`src/rtl/ecn_pkg.sv`:
```
`timescale 1ns/1ps
package ecn_pkg;
   typedef enum logic [1:0] {
      ST_IDLE = 2'd0,
      ST_LOAD = 2'd1,
      ST_RUN  = 2'd2
   } ecn_state_e;

   // row sharing a sorter slot with the given row
   function automatic int partner_row(input int row, input int half);
      return (row < half) ? row + half : row - half;
   endfunction
endpackage

```
`src/rtl/ecn_insert_sorter.sv`:
```
`timescale 1ns/1ps
module ecn_insert_sorter #(
   parameter int DEPTH = 6,
   parameter int IDX_W = 4,
   parameter int SUM_W = 9
) (
   input  logic             clk,
   input  logic             rst_n,
   input  logic             clear,
   input  logic             pop,
   input  logic             ins_valid,
   input  logic [IDX_W-1:0] ins_ia,
   input  logic [IDX_W-1:0] ins_ib,
   input  logic [SUM_W-1:0] ins_llr,
   output logic             head_valid,
   output logic [IDX_W-1:0] head_ia,
   output logic [IDX_W-1:0] head_ib,
   output logic [SUM_W-1:0] head_llr
);
   logic [DEPTH-1:0]            v_q, b_v, le, v_d;
   logic [DEPTH-1:0][IDX_W-1:0] ia_q, ib_q, b_ia, b_ib, ia_d, ib_d;
   logic [DEPTH-1:0][SUM_W-1:0] llr_q, b_l, llr_d;

   initial begin
      assert (DEPTH >= 1 && IDX_W >= 1 && SUM_W >= 1)
         else $error("ecn_insert_sorter: bad parameters");
   end

   always_comb begin
      int up;
      int dn;
      // base array: after a pop everything moves one place toward the head
      for (int m = 0; m < DEPTH; m++) begin
         up = (m < DEPTH - 1) ? m + 1 : DEPTH - 1;
         if (pop) begin
            b_v[m]  = v_q[up] & (m < DEPTH - 1);
            b_ia[m] = ia_q[up];
            b_ib[m] = ib_q[up];
            b_l[m]  = llr_q[up];
         end else begin
            b_v[m]  = v_q[m];
            b_ia[m] = ia_q[m];
            b_ib[m] = ib_q[m];
            b_l[m]  = llr_q[m];
         end
      end
      for (int m = 0; m < DEPTH; m++) begin
         le[m] = b_v[m] && (b_l[m] <= ins_llr);
      end
      for (int m = 0; m < DEPTH; m++) begin
         dn = (m > 0) ? m - 1 : 0;
         if (!ins_valid || le[m]) begin
            v_d[m]   = b_v[m];
            ia_d[m]  = b_ia[m];
            ib_d[m]  = b_ib[m];
            llr_d[m] = b_l[m];
         end else if (m == 0 || le[dn]) begin
            v_d[m]   = 1'b1;
            ia_d[m]  = ins_ia;
            ib_d[m]  = ins_ib;
            llr_d[m] = ins_llr;
         end else begin
            v_d[m]   = b_v[dn];
            ia_d[m]  = b_ia[dn];
            ib_d[m]  = b_ib[dn];
            llr_d[m] = b_l[dn];
         end
      end
   end

   always_ff @(posedge clk or negedge rst_n) begin
      if (!rst_n) begin
         v_q   <= '0;
         ia_q  <= '0;
         ib_q  <= '0;
         llr_q <= '0;
      end else if (clear) begin
         v_q   <= '0;
      end else begin
         v_q   <= v_d;
         ia_q  <= ia_d;
         ib_q  <= ib_d;
         llr_q <= llr_d;
      end
   end

   assign head_valid = v_q[0];
   assign head_ia    = ia_q[0];
   assign head_ib    = ib_q[0];
   assign head_llr   = llr_q[0];

   assert_no_overflow_R9: assert property (@(posedge clk) disable iff (!rst_n)
      (ins_valid && !pop && !clear) |-> !v_q[DEPTH-1])
      else $error("sorter overflow");

   genvar g;
   for (g = 0; g < DEPTH - 1; g++) begin : g_order
      assert_sorted_R5: assert property (@(posedge clk) disable iff (!rst_n)
         v_q[g+1] |-> (v_q[g] && (llr_q[g] <= llr_q[g+1])))
         else $error("sorter order broken");
   end
endmodule

```
`src/rtl/ecn_successor.sv`:
```
`timescale 1ns/1ps
module ecn_successor #(
   parameter int NM    = 12,
   parameter int DEPTH = 6,
   parameter int IDX_W = 4,
   parameter int PTR_W = 4,
   parameter int LLR_W = 8,
   parameter int SUM_W = 9
) (
   input  logic [IDX_W-1:0]          row,
   input  logic [IDX_W-1:0]          col,
   input  logic [NM-1:0][LLR_W-1:0]  llr_a,
   input  logic [NM-1:0][LLR_W-1:0]  llr_b,
   input  logic [NM-1:0][PTR_W-1:0]  ptr,
   output logic                      nxt_valid,
   output logic [IDX_W-1:0]          nxt_row,
   output logic [IDX_W-1:0]          nxt_col,
   output logic [SUM_W-1:0]          nxt_llr
);
   int               r_i, c_i, o_i;
   logic             own_ok, oth_ok;
   logic [IDX_W-1:0] own_col, oth_row, oth_col;
   logic [SUM_W-1:0] own_sum, oth_sum;

   always_comb begin
      r_i     = int'(row);
      c_i     = int'(col);
      own_ok  = (c_i + 1) < NM;
      own_col = own_ok ? IDX_W'(c_i + 1) : '0;
      own_sum = SUM_W'(llr_a[row]) + SUM_W'(llr_b[own_col]);
      o_i     = ecn_pkg::partner_row(r_i, DEPTH);
      oth_row = (o_i < NM) ? IDX_W'(o_i) : '0;
      oth_ok  = (o_i < NM) && (int'(ptr[oth_row]) < NM);
      oth_col = oth_ok ? IDX_W'(ptr[oth_row]) : '0;
      oth_sum = SUM_W'(llr_a[oth_row]) + SUM_W'(llr_b[oth_col]);
      if (oth_ok && (!own_ok || (oth_sum < own_sum))) begin
         nxt_valid = 1'b1;
         nxt_row   = oth_row;
         nxt_col   = oth_col;
         nxt_llr   = oth_sum;
      end else begin
         nxt_valid = own_ok;
         nxt_row   = row;
         nxt_col   = own_col;
         nxt_llr   = own_sum;
      end
   end
endmodule

```
`src/rtl/ecn_dedup.sv`:
```
`timescale 1ns/1ps
module ecn_dedup #(
   parameter int NM    = 12,
   parameter int SYM_W = 8,
   parameter int CNT_W = 4
) (
   input  logic             clk,
   input  logic             rst_n,
   input  logic             clear,
   input  logic [SYM_W-1:0] probe_sym,
   input  logic             record,
   output logic             hit,
   output logic [CNT_W-1:0] cnt_o
);
   logic [NM-1:0][SYM_W-1:0] list_q;
   logic [CNT_W-1:0]         cnt_q;

   always_comb begin
      hit = 1'b0;
      for (int k = 0; k < NM; k++) begin
         if (k < int'(cnt_q) && list_q[k] == probe_sym) hit = 1'b1;
      end
   end

   always_ff @(posedge clk or negedge rst_n) begin
      if (!rst_n) begin
         list_q <= '0;
         cnt_q  <= '0;
      end else if (clear) begin
         cnt_q  <= '0;
      end else if (record && int'(cnt_q) < NM) begin
         list_q[cnt_q] <= probe_sym;
         cnt_q         <= cnt_q + 1'b1;
      end
   end

   assign cnt_o = cnt_q;

   assert_count_bound_R4: assert property (@(posedge clk) disable iff (!rst_n)
      int'(cnt_q) <= NM)
      else $error("emitted list overrun");

   assert_no_full_record_R3: assert property (@(posedge clk) disable iff (!rst_n)
      (record && !clear) |-> (int'(cnt_q) < NM))
      else $error("record after list full");
endmodule

```
`src/rtl/ecn_pair_merge.sv`:
```
`timescale 1ns/1ps
module ecn_pair_merge #(
   parameter int NM    = 12,
   parameter int SYM_W = 8,
   parameter int LLR_W = 8,
   parameter int DEPTH = 6
) (
   input  logic                  clk,
   input  logic                  rst_n,
   input  logic                  start_i,
   input  logic [NM*SYM_W-1:0]   a_sym_i,
   input  logic [NM*LLR_W-1:0]   a_llr_i,
   input  logic [NM*SYM_W-1:0]   b_sym_i,
   input  logic [NM*LLR_W-1:0]   b_llr_i,
   output logic                  busy_o,
   output logic                  out_valid_o,
   output logic [SYM_W-1:0]      out_sym_o,
   output logic [LLR_W:0]        out_llr_o,
   output logic                  out_done_o
);
   import ecn_pkg::*;

   localparam int IDX_W = (NM > 1) ? $clog2(NM) : 1;
   localparam int PTR_W = $clog2(NM + 1);
   localparam int SUM_W = LLR_W + 1;

   initial begin
      assert (DEPTH >= 1 && DEPTH <= NM && NM <= 2 * DEPTH)
         else $error("ecn_pair_merge: DEPTH must lie in [NM/2, NM]");
      assert (SYM_W >= 1 && LLR_W >= 1)
         else $error("ecn_pair_merge: bad widths");
   end

   ecn_state_e                state_q;
   logic [IDX_W-1:0]          load_q;
   logic [NM-1:0][SYM_W-1:0]  a_sym_q, b_sym_q;
   logic [NM-1:0][LLR_W-1:0]  a_llr_q, b_llr_q;
   logic [NM-1:0][PTR_W-1:0]  ptr_q;

   logic             accept, in_load, in_run, pop;
   logic             ins_valid;
   logic [IDX_W-1:0] ins_ia, ins_ib;
   logic [SUM_W-1:0] ins_llr;
   logic             head_v;
   logic [IDX_W-1:0] head_ia, head_ib;
   logic [SUM_W-1:0] head_llr;
   logic             nxt_valid;
   logic [IDX_W-1:0] nxt_row, nxt_col;
   logic [SUM_W-1:0] nxt_llr;
   logic [SYM_W-1:0] head_sym;
   logic             hit, record;
   logic [PTR_W-1:0] emitted;

   assign accept  = start_i && (state_q == ST_IDLE);
   assign in_load = (state_q == ST_LOAD);
   assign in_run  = (state_q == ST_RUN);
   assign pop     = in_run && head_v;
   assign record  = pop && !hit;
   assign busy_o  = (state_q != ST_IDLE);

   always_comb begin
      if (in_load) begin
         ins_valid = 1'b1;
         ins_ia    = load_q;
         ins_ib    = '0;
         ins_llr   = SUM_W'(a_llr_q[load_q]) + SUM_W'(b_llr_q[0]);
      end else begin
         ins_valid = pop && nxt_valid;
         ins_ia    = nxt_row;
         ins_ib    = nxt_col;
         ins_llr   = nxt_llr;
      end
   end

   ecn_insert_sorter #(.DEPTH(DEPTH), .IDX_W(IDX_W), .SUM_W(SUM_W)) u_sorter (
      .clk(clk), .rst_n(rst_n), .clear(accept), .pop(pop),
      .ins_valid(ins_valid), .ins_ia(ins_ia), .ins_ib(ins_ib), .ins_llr(ins_llr),
      .head_valid(head_v), .head_ia(head_ia), .head_ib(head_ib), .head_llr(head_llr)
   );

   ecn_successor #(.NM(NM), .DEPTH(DEPTH), .IDX_W(IDX_W), .PTR_W(PTR_W),
                   .LLR_W(LLR_W), .SUM_W(SUM_W)) u_succ (
      .row(head_ia), .col(head_ib), .llr_a(a_llr_q), .llr_b(b_llr_q), .ptr(ptr_q),
      .nxt_valid(nxt_valid), .nxt_row(nxt_row), .nxt_col(nxt_col), .nxt_llr(nxt_llr)
   );

   assign head_sym = a_sym_q[head_ia] ^ b_sym_q[head_ib];

   ecn_dedup #(.NM(NM), .SYM_W(SYM_W), .CNT_W(PTR_W)) u_dedup (
      .clk(clk), .rst_n(rst_n), .clear(accept), .probe_sym(head_sym),
      .record(record), .hit(hit), .cnt_o(emitted)
   );

   always_ff @(posedge clk or negedge rst_n) begin
      if (!rst_n) begin
         state_q     <= ST_IDLE;
         load_q      <= '0;
         a_sym_q     <= '0;
         b_sym_q     <= '0;
         a_llr_q     <= '0;
         b_llr_q     <= '0;
         ptr_q       <= '0;
         out_valid_o <= 1'b0;
         out_sym_o   <= '0;
         out_llr_o   <= '0;
         out_done_o  <= 1'b0;
      end else begin
         out_valid_o <= 1'b0;
         out_done_o  <= 1'b0;
         unique case (state_q)
            ST_IDLE: begin
               if (accept) begin
                  a_sym_q <= a_sym_i;
                  b_sym_q <= b_sym_i;
                  a_llr_q <= a_llr_i;
                  b_llr_q <= b_llr_i;
                  ptr_q   <= '0;
                  load_q  <= '0;
                  state_q <= ST_LOAD;
               end
            end
            ST_LOAD: begin
               if (load_q == IDX_W'(DEPTH - 1)) state_q <= ST_RUN;
               else                              load_q  <= load_q + 1'b1;
            end
            ST_RUN: begin
               if (!head_v) begin
                  out_done_o <= 1'b1;
                  state_q    <= ST_IDLE;
               end else begin
                  ptr_q[head_ia] <= PTR_W'(int'(head_ib) + 1);
                  if (!hit) begin
                     out_valid_o <= 1'b1;
                     out_sym_o   <= head_sym;
                     out_llr_o   <= head_llr;
                     if (emitted == PTR_W'(NM - 1)) begin
                        out_done_o <= 1'b1;
                        state_q    <= ST_IDLE;
                     end
                  end
               end
            end
            default: state_q <= ST_IDLE;
         endcase
      end
   end

   // ordering history for the output checks below
   logic [SUM_W-1:0] prev_llr_q;
   logic             have_prev_q;
   always_ff @(posedge clk or negedge rst_n) begin
      if (!rst_n) begin
         prev_llr_q  <= '0;
         have_prev_q <= 1'b0;
      end else if (accept) begin
         have_prev_q <= 1'b0;
      end else if (out_valid_o) begin
         prev_llr_q  <= out_llr_o;
         have_prev_q <= 1'b1;
      end
   end

   assert_out_nondecr_R5: assert property (@(posedge clk) disable iff (!rst_n)
      (out_valid_o && have_prev_q) |-> (out_llr_o >= prev_llr_q))
      else $error("output cost decreased");

   assert_first_out_R5: assert property (@(posedge clk) disable iff (!rst_n)
      (out_valid_o && !have_prev_q) |->
         (out_llr_o == SUM_W'(a_llr_q[0]) + SUM_W'(b_llr_q[0]) &&
          out_sym_o == (a_sym_q[0] ^ b_sym_q[0])))
      else $error("first output is not the head pair");

   assert_done_idle_R8: assert property (@(posedge clk) disable iff (!rst_n)
      out_done_o |-> !busy_o)
      else $error("done while busy");

   assert_ignore_start_R1: assert property (@(posedge clk) disable iff (!rst_n)
      (busy_o && start_i) |=> ($stable(a_llr_q) && $stable(b_sym_q)))
      else $error("capture changed during a run");
endmodule

```
`config.mk`:
```
export PLATFORM = sky130hd
export DESIGN_NAME = ecn_pair_merge
export DESIGN_NICKNAME = d
export VERILOG_FILES = /design/src/rtl/ecn_pkg.sv /design/src/rtl/ecn_insert_sorter.sv /design/src/rtl/ecn_successor.sv /design/src/rtl/ecn_dedup.sv /design/src/rtl/ecn_pair_merge.sv
export SDC_FILE = /design/constraint.sdc
export NUM_CORES = 2
export LEC_CHECK = 0
export BUFFER_PORTS_ARGS = -buffer_cell sky130_fd_sc_hd__buf_2
export CAP_MARGIN = 20
export CORE_MARGIN = 1
export CORE_UTILIZATION = 50
export DETAILED_ROUTE_END_ITERATION = 8
export MAX_ROUTING_LAYER = met4
export PLACE_DENSITY_LB_ADDON = 0.3
export SLEW_MARGIN = 10
export SYNTH_ARGS = -nofsm -noshare
export SYNTH_HDL_FRONTEND = slang
export SYNTH_HIERARCHICAL = 1
export SYNTH_SLANG_ARGS = --single-unit
```
`constraint.sdc`:
```
create_clock -name clk -period 8.51 [get_ports clk]
set_input_delay 0.4255 -clock clk [delete_from_list [all_inputs] [get_ports clk]]
set_output_delay 0.4255 -clock clk [all_outputs]
set_load 0.02 [all_outputs]
```
---- Word-level counts from Yosys, hierarchy flattened ----
Cells that the tools add are included.
word-level totals
  register bits ........................... 665
  output and inout port bits .............. 20
  input port bits ......................... 387
operators by class
  equal/unequal tests ..................... 22
  reductions and logical operators ........ 49
  bitwise logic cells ..................... 4
  order comparisons ....................... 33
  add/subtract/negate cells ............... 8
  multiplexer cells ....................... 130
operators by type and width
  cell                 number
  $bmux 8 s4           7
  $mux 4               43
  $mux 9               17
  $bwmux 96            1
  $eq 8x8->1           12
  $mux 48              2
  $pmux 48 s2          1
  $mux 8               8
  $le 9x9->1           6
  $bwmux 48            1
  $mux 1               38
  $lt 4x5->1 const B   7
  $demux 8 s4          1
  $lt 32x5->1 const B  1
  $mux 32              1
  $add 8x8->9          3
  $logic_and 1x1->1    27
  $bmux 4 s4           1
  $demux 4 s4          1
  $lt 3x4->1 const A   4
  $lt 4x4->1 const A   4
  $mux 2               5
  $lt 9x9->1           1
  $reduce_and 3->1     3
  other kinds (28)     51

---- Longest topological paths before layout ----
  word-level depth ........................ 22
  gate-level depth with buffers ........... 46
  gate-level depth less buffers ........... 37

---- Hierarchy ----
Netlist, hierarchy kept.
by module, submodules not included
  module             instances  area an instance (sq um)  cells an instance  sequential area each (sq um)
  ecn_pair_merge     1          20,133.1                  2,148              11,436.0
  ecn_insert_sorter  1          8,174.1                   879                2,702.6
  ecn_dedup          1          5,208.7                   402                2,502.4
  ecn_successor      1          5,186.2                   698                0.0

---- Least setup slack after synthesis ----
Ideal clock, no wire load.
  path type ............................... reg-to-reg
  from .................................... register u_sorter.ia_q, in the netlist u_sorter/head_ia[2]
  to ...................................... register u_sorter.ia_q, in the netlist u_sorter/head_ia[0]
  arrival time ............................ 8.684 ns
  cell stages (with the launch flop) ...... 44
  data required time ...................... 8.384 ns
  setup slack ............................. -0.301 ns
  setup time .............................. 0.126 ns
  cells stage by stage .................... dfrtp_1 -> buf_4 -> buf_2 -> inv_1 -> clkbuf_1 -> ha_1 -> xnor2_2 -> nor3_2 -> a21o_1 -> buf_2 -> mux2i_1 -> o221ai_1 -> a31oi_1 -> nand2b_1 -> buf_2 -> buf_2 -> a21oi_1 -> a221o_1 -> (+8 left out) -> a21oi_1 -> inv_1 -> ha_1 -> o21ai_0 -> o21ai_1 -> buf_2 -> mux2i_1 -> nand2_1 -> o31ai_1 -> inv_1 -> ha_1 -> nand3_1 -> o21bai_1 -> a31o_2 -> a211oi_4 -> buf_4 -> a21oi_1 -> a311o_1
between the ends
  longest elaborated chain between the ends .. 21
ends and longest elaborated chain
  element                              line                                      RTL
  start: declaration                   ecn_insert_sorter.sv:21                   logic [DEPTH-1:0][IDX_W-1:0] ia_q, ib_q, b_ia, b_ib, ia_d, ib_d;
  start signal: assignment             ecn_insert_sorter.sv:81                   ia_q <= ia_d;
  $sub 4x3->5 (tied with other cells)  ecn_pkg.sv:11                             return (row < half) ? row + half : row - half;
  $mux 32                              ecn_pkg.sv:11
  $lt 32x5->1                          ecn_successor.sv:32, ecn_successor.sv:33
  $mux 4                               ecn_successor.sv:32                       oth_row = (o_i < NM) ? IDX_W'(o_i) : '0;
  $bmux 4 s4                           ecn_successor.sv:33, ecn_successor.sv:34
  $mux 4 (not written as such)         ecn_successor.sv:33, ecn_successor.sv:34
  $lt 4x4->1                           ecn_successor.sv:33                       oth_ok = (o_i < NM) && (int'(ptr[oth_row]) < NM);
  $logic_and 1x1->1                    ecn_successor.sv:33
  (+7 left out)                        n/a
  $mux 9 *                             ecn_successor.sv:36                       if (oth_ok && (!own_ok || (oth_sum < own_sum))) begin
  named net nxt_llr[4]                 ecn_pair_merge.sv:49                      logic [SUM_W-1:0] nxt_llr;
  $mux 9 *                             ecn_pair_merge.sv:62                      if (in_load) begin
  named net ins_llr[4]                 ecn_pair_merge.sv:43                      logic [SUM_W-1:0] ins_llr;
  $le 9x9->1 *                         ecn_insert_sorter.sv:48                   le[m] = b_v[m] && (b_l[m] <= ins_llr);
  $logic_and 1x1->1 *                  ecn_insert_sorter.sv:48
  $logic_or 1x1->1 *                   ecn_insert_sorter.sv:52                   if (!ins_valid || le[m]) begin
  $mux 4 *                             ecn_insert_sorter.sv:52
The timed path passes the listed nets; every way through them passes the cells marked *. The select of a mux whose other input is x is not followed.
A chain may end at the register's enable or synchronous reset.

---- Final worst setup path ----
  from .................................... register u_sorter.ia_q, in the netlist u_sorter/head_ia[2]
  to ...................................... register u_sorter.ib_q, in the netlist u_sorter/head_ib[0]
between the ends
  longest elaborated chain between the ends .. 21
ends and longest elaborated chain
  element                              line                                      RTL
  $sub 4x3->5 (tied with other cells)  ecn_pkg.sv:11
  $mux 32                              ecn_pkg.sv:11
  $lt 32x5->1                          ecn_successor.sv:32, ecn_successor.sv:33
  $mux 4                               ecn_successor.sv:32
  $bmux 4 s4                           ecn_successor.sv:33, ecn_successor.sv:34
  $mux 4 (not written as such)         ecn_successor.sv:33, ecn_successor.sv:34
  $lt 4x4->1                           ecn_successor.sv:33
  $logic_and 1x1->1                    ecn_successor.sv:33
  (+7 left out)                        n/a
  $mux 9 *                             ecn_successor.sv:36
  named net nxt_llr[7]                 ecn_pair_merge.sv:49
  $mux 9 *                             ecn_pair_merge.sv:62
  named net ins_llr[7]                 ecn_pair_merge.sv:43
  $le 9x9->1 *                         ecn_insert_sorter.sv:48
  $logic_and 1x1->1 *                  ecn_insert_sorter.sv:48
  $logic_or 1x1->1 *                   ecn_insert_sorter.sv:52
  $mux 4 *                             ecn_insert_sorter.sv:52
  end signal: assignment               ecn_insert_sorter.sv:82                   ib_q <= ib_d;
  end: declaration                     ecn_insert_sorter.sv:21
Marks and branches as above.

==> results.md <==
* CP Capture Type: flop
* Sequential share of the synthesized area at 0.430
* Largest net degree at the start of global routing at 248
* Via count at 34300
* Status: finished, violations left
* WL per Instance at 21.0 um
* Post-route cell area at 0.0484 mm^2
* Initial antenna violation count at 7
* Max Cap Viol at 0
* Tmin final at 8.52 ns
* Failing checks: negative setup slack
* First-pass GRT wire length at 191000 um
* Clock Pin Slew Worst Setup and Hold Paths at 0.06 ns
* Total Power Consumption at 6.76 mW
* Final hold vios at 0
* Critical-path maximum fanout at 30
* Hpwl dp at 83200 um
* Worst path slowest cell: fa_2
* Critical path depth in cells at 39
* Clk Latency, worst-skew pair at 0.64 ns
* Family with the most delay on the worst path: compound AO/OA/AOI/OAI gates
* Num CTS Buffers at 75
* R2r setup slk at -0.005 ns
* IR Drop Worst-Case VDD at 0.118 mV
* Finished Layout Cells at 5912
* Share of layout cells above drive strength 1 at 0.232
* Power Density at 140 mW/mm^2
* WL final at 124000 um
* Worst min path class: input port to flop
* Post-synth EDFFs at 0
* Num ports at 407
* Place WS at -0.422 ns
* IO Port Bufs at 406
* Antenna viol nets, final at 0
* Synthesized area per cell at 9.38 um^2
* Worst reg2reg endpoint: u_sorter/head_ib[0]
* CP Launch Type: flop
* Netlist cell types at 98
* RSZ-0062 raised after global routing: true
* Main synth FF type: dfrtp_1
* Slew Viols, Final at 0
* Hold worst-path end: a_llr_q[19]
* Worst Tran Pin Value at 1.24 ns
* Cell total after placement at 5455
* Part of the cycle the worst path needs at 1.00
* Core Footprint at 0.0762 mm^2
* Initial Utilization at 0.508
* Die Wd at 280 um
* Post-Synthesis Cells at 4127
* Root Driver: clkbuf_16
* CP Data Required Time at 9.01 ns
* Number of global-route vias before repair at 33800
* Starting DRT DRC Count at 3279
* Asr flop ratio synth at 1.00
* CTS tree: built
* CP dominant cell by count: a21o_1
* Most common cell after layout, fill and taps aside: nand2_1
* CTS H-Tree Depth at 3
* NumNets Final at 5300
* Relative slew slack at 0.175
* Fmax at 117 MHz
* FF/Latch Area at 0.0167 mm^2
* Fillers at 6063
* Row cnt at 101
* Post-route setup slack at -0.00518 ns
* Maximum clock path buffer count at 3
* Most frequent cells in the layout: 1380 x nand2_1, 661 x dfrtp_1, 406 x buf_2
* Clock skew at 0.0371 ns
* DR DRC count at 0
* Mapped cell area at 0.0387 mm^2
* CP peak stage delay at 0.47 ns
* CP Class: flop to flop
* CTS sink cnt at 665
* Setup violations, final at 3
* Syn nets at 4615
* Finished Core Util at 0.635
* Synth Warn # at 6
* Hold slack final at 0.0142 ns
* Leak at 24.6 nW
* Setup_tns at -0.00896 ns
* Total GRT Usage at 0.321
* Number of synthesized register bits at 665
* Via density at 5.79
* Worst Path Buf+Inv at 9
* Layout area overhead at 25.1%
* Hold Path Depth at 3
* Worst Path Arrival at 9.01 ns
* Full die area at 0.0785 mm^2
* Post-Place Cell Area at 0.0423 mm^2
* Worst setup startpoint: u_sorter/head_ia[2]
* First-pass DRT Iterations at 5
* Routability cong. at 0.987
* Critical hold path startpoint: a_llr_i[19]
* Launching point of the worst reg2reg path: u_sorter/head_ia[2]
* Die Y at 280 um
* Area of the multi-input gates at 0.0208 mm^2
* GRT overflow at 0
* R2R cell count at 39
-- worst register-to-register path, delay by kind of cell (launching register included) --
| kind | cells | cell delay (ns) |
|---|---|---|
| buffers and inverters | 9 | 1.41 |
| adder cells (fa/ha/maj) | 6 | 1.63 |
| multiplexers | 1 | 0.26 |
| flip-flops | 1 | 0.41 |
| AO/OA/AOI/OAI | 20 | 4.22 |
| AND/OR/NAND/NOR | 3 | 0.48 |
-- Yosys cell counts, drive strengths merged (10+ instances only) --
cell | n | area [um^2]
and3 | 12 | 75.1
a211oi | 60 | 478
clkbuf | 178 | 716
nand2b | 45 | 284
dfrtp | 665 | 16600
a22oi | 10 | 80.1
o2bb2ai | 11 | 96.3
and2 | 15 | 93.8
nand3 | 51 | 255
o22ai | 46 | 288
inv | 88 | 330
a21oi | 158 | 806
a221o | 16 | 160
nor3b | 12 | 101
mux2i | 194 | 1950
mux2 | 163 | 1860
a21o | 22 | 165
nor3 | 45 | 285
nand2 | 1394 | 5260
nor2 | 76 | 337
a221oi | 23 | 201
mux4 | 107 | 2460
xnor2 | 64 | 568
nor4 | 18 | 131
o21ai | 177 | 886
buf | 113 | 777
o211ai | 16 | 120
nor2b | 53 | 332
xor2 | 61 | 534
a31oi | 11 | 81.3
a311oi | 11 | 103
ha | 98 | 1230
nand4 | 16 | 100
o21bai | 10 | 75.1
-- report_power, final --
part	total, mW	internal [mW]	switching [mW]
clock	3.31	1.92	1.39
combinational	0.284	0.154	0.130
sequential	3.16	3.16	0.000987
total	6.76	5.24	1.52
-- cell families (layout without fill, tap and decap cells) --
family,after synthesis,count (layout),synth area share
multiplexers,464,464,0.162
buffers and inverters,379,1124,0.0471
flip-flops,665,665,0.430
adder cells (fa/ha/maj),101,101,0.0332
XOR/XNOR,125,125,0.0285
AND/OR/NAND/NOR,1752,1752,0.191
AO/OA/AOI/OAI,641,642,0.109
other,0,9,0
-- registers in the layout, summed over array words and instances (netlist names), 6 cells and up --
| register | flops |
|---|---|
| a_llr_q | 96 |
| a_sym_q | 96 |
| b_llr_q | 96 |
| b_sym_q | 96 |
| u_dedup/list_q | 96 |
| ptr_q | 48 |
| u_sorter/llr_q | 36 |
| u_sorter/ia_q | 16 |
| u_sorter/ib_q | 16 |
| out_llr_o | 9 |
| u_sorter/b_l | 9 |
| u_sorter/head_llr | 9 |
| out_sym_o | 8 |
| u_sorter/v_q | 6 |
-- timing repair --
item | in CTS | in global routing
gates resized for setup | 11 | 87
endpoints found under the hold margin | 363 | 0
pin swaps | 5 | 26
setup endpoints to repair | 104 | 107
setup buffers | 3 | 17
cloned | 1 | 2
hold buffers | 286 | 0
-- worst max path at each step --
stage / to / slack (ns)
6_report: u_sorter/head_ib[0] / -0.005
5_1_grt: u_sorter/head_ib[1] / -0.29
4_1_cts: u_sorter/b_l[45] / 0.007
3_5_place_dp: u_sorter/llr_q[22] / -0.42
3_3_place_gp: u_sorter/llr_q[19] / -0.15
2_1_floorplan: u_sorter/head_ia[0] / 0.03
-- final cells by class --
cell class / instances / area share
Sequential cell: 665 / 0.344
Timing Repair Buffer: 898 / 0.141
Multi-Input combinational cell: 3084 / 0.429
Antenna cell: 9 / 0.000465
Clock buffer: 109 / 0.0450
Inverter: 88 / 0.00708
Tap cell: 1030 / 0.0266
Clock inverter: 29 / 0.00724
-- per-layer routing --
layer	share of wire	track usage	routed length [um]	vias up
met2	0.48	0.499	59100	1382
met4	0.050	0.150	6190	0
li1	-	-	-	15600
met5	0	-	0	-
met3	0.062	0.0519	7690	416
met1	0.41	0.412	51100	16900
(Power assumes the default switching activity.)
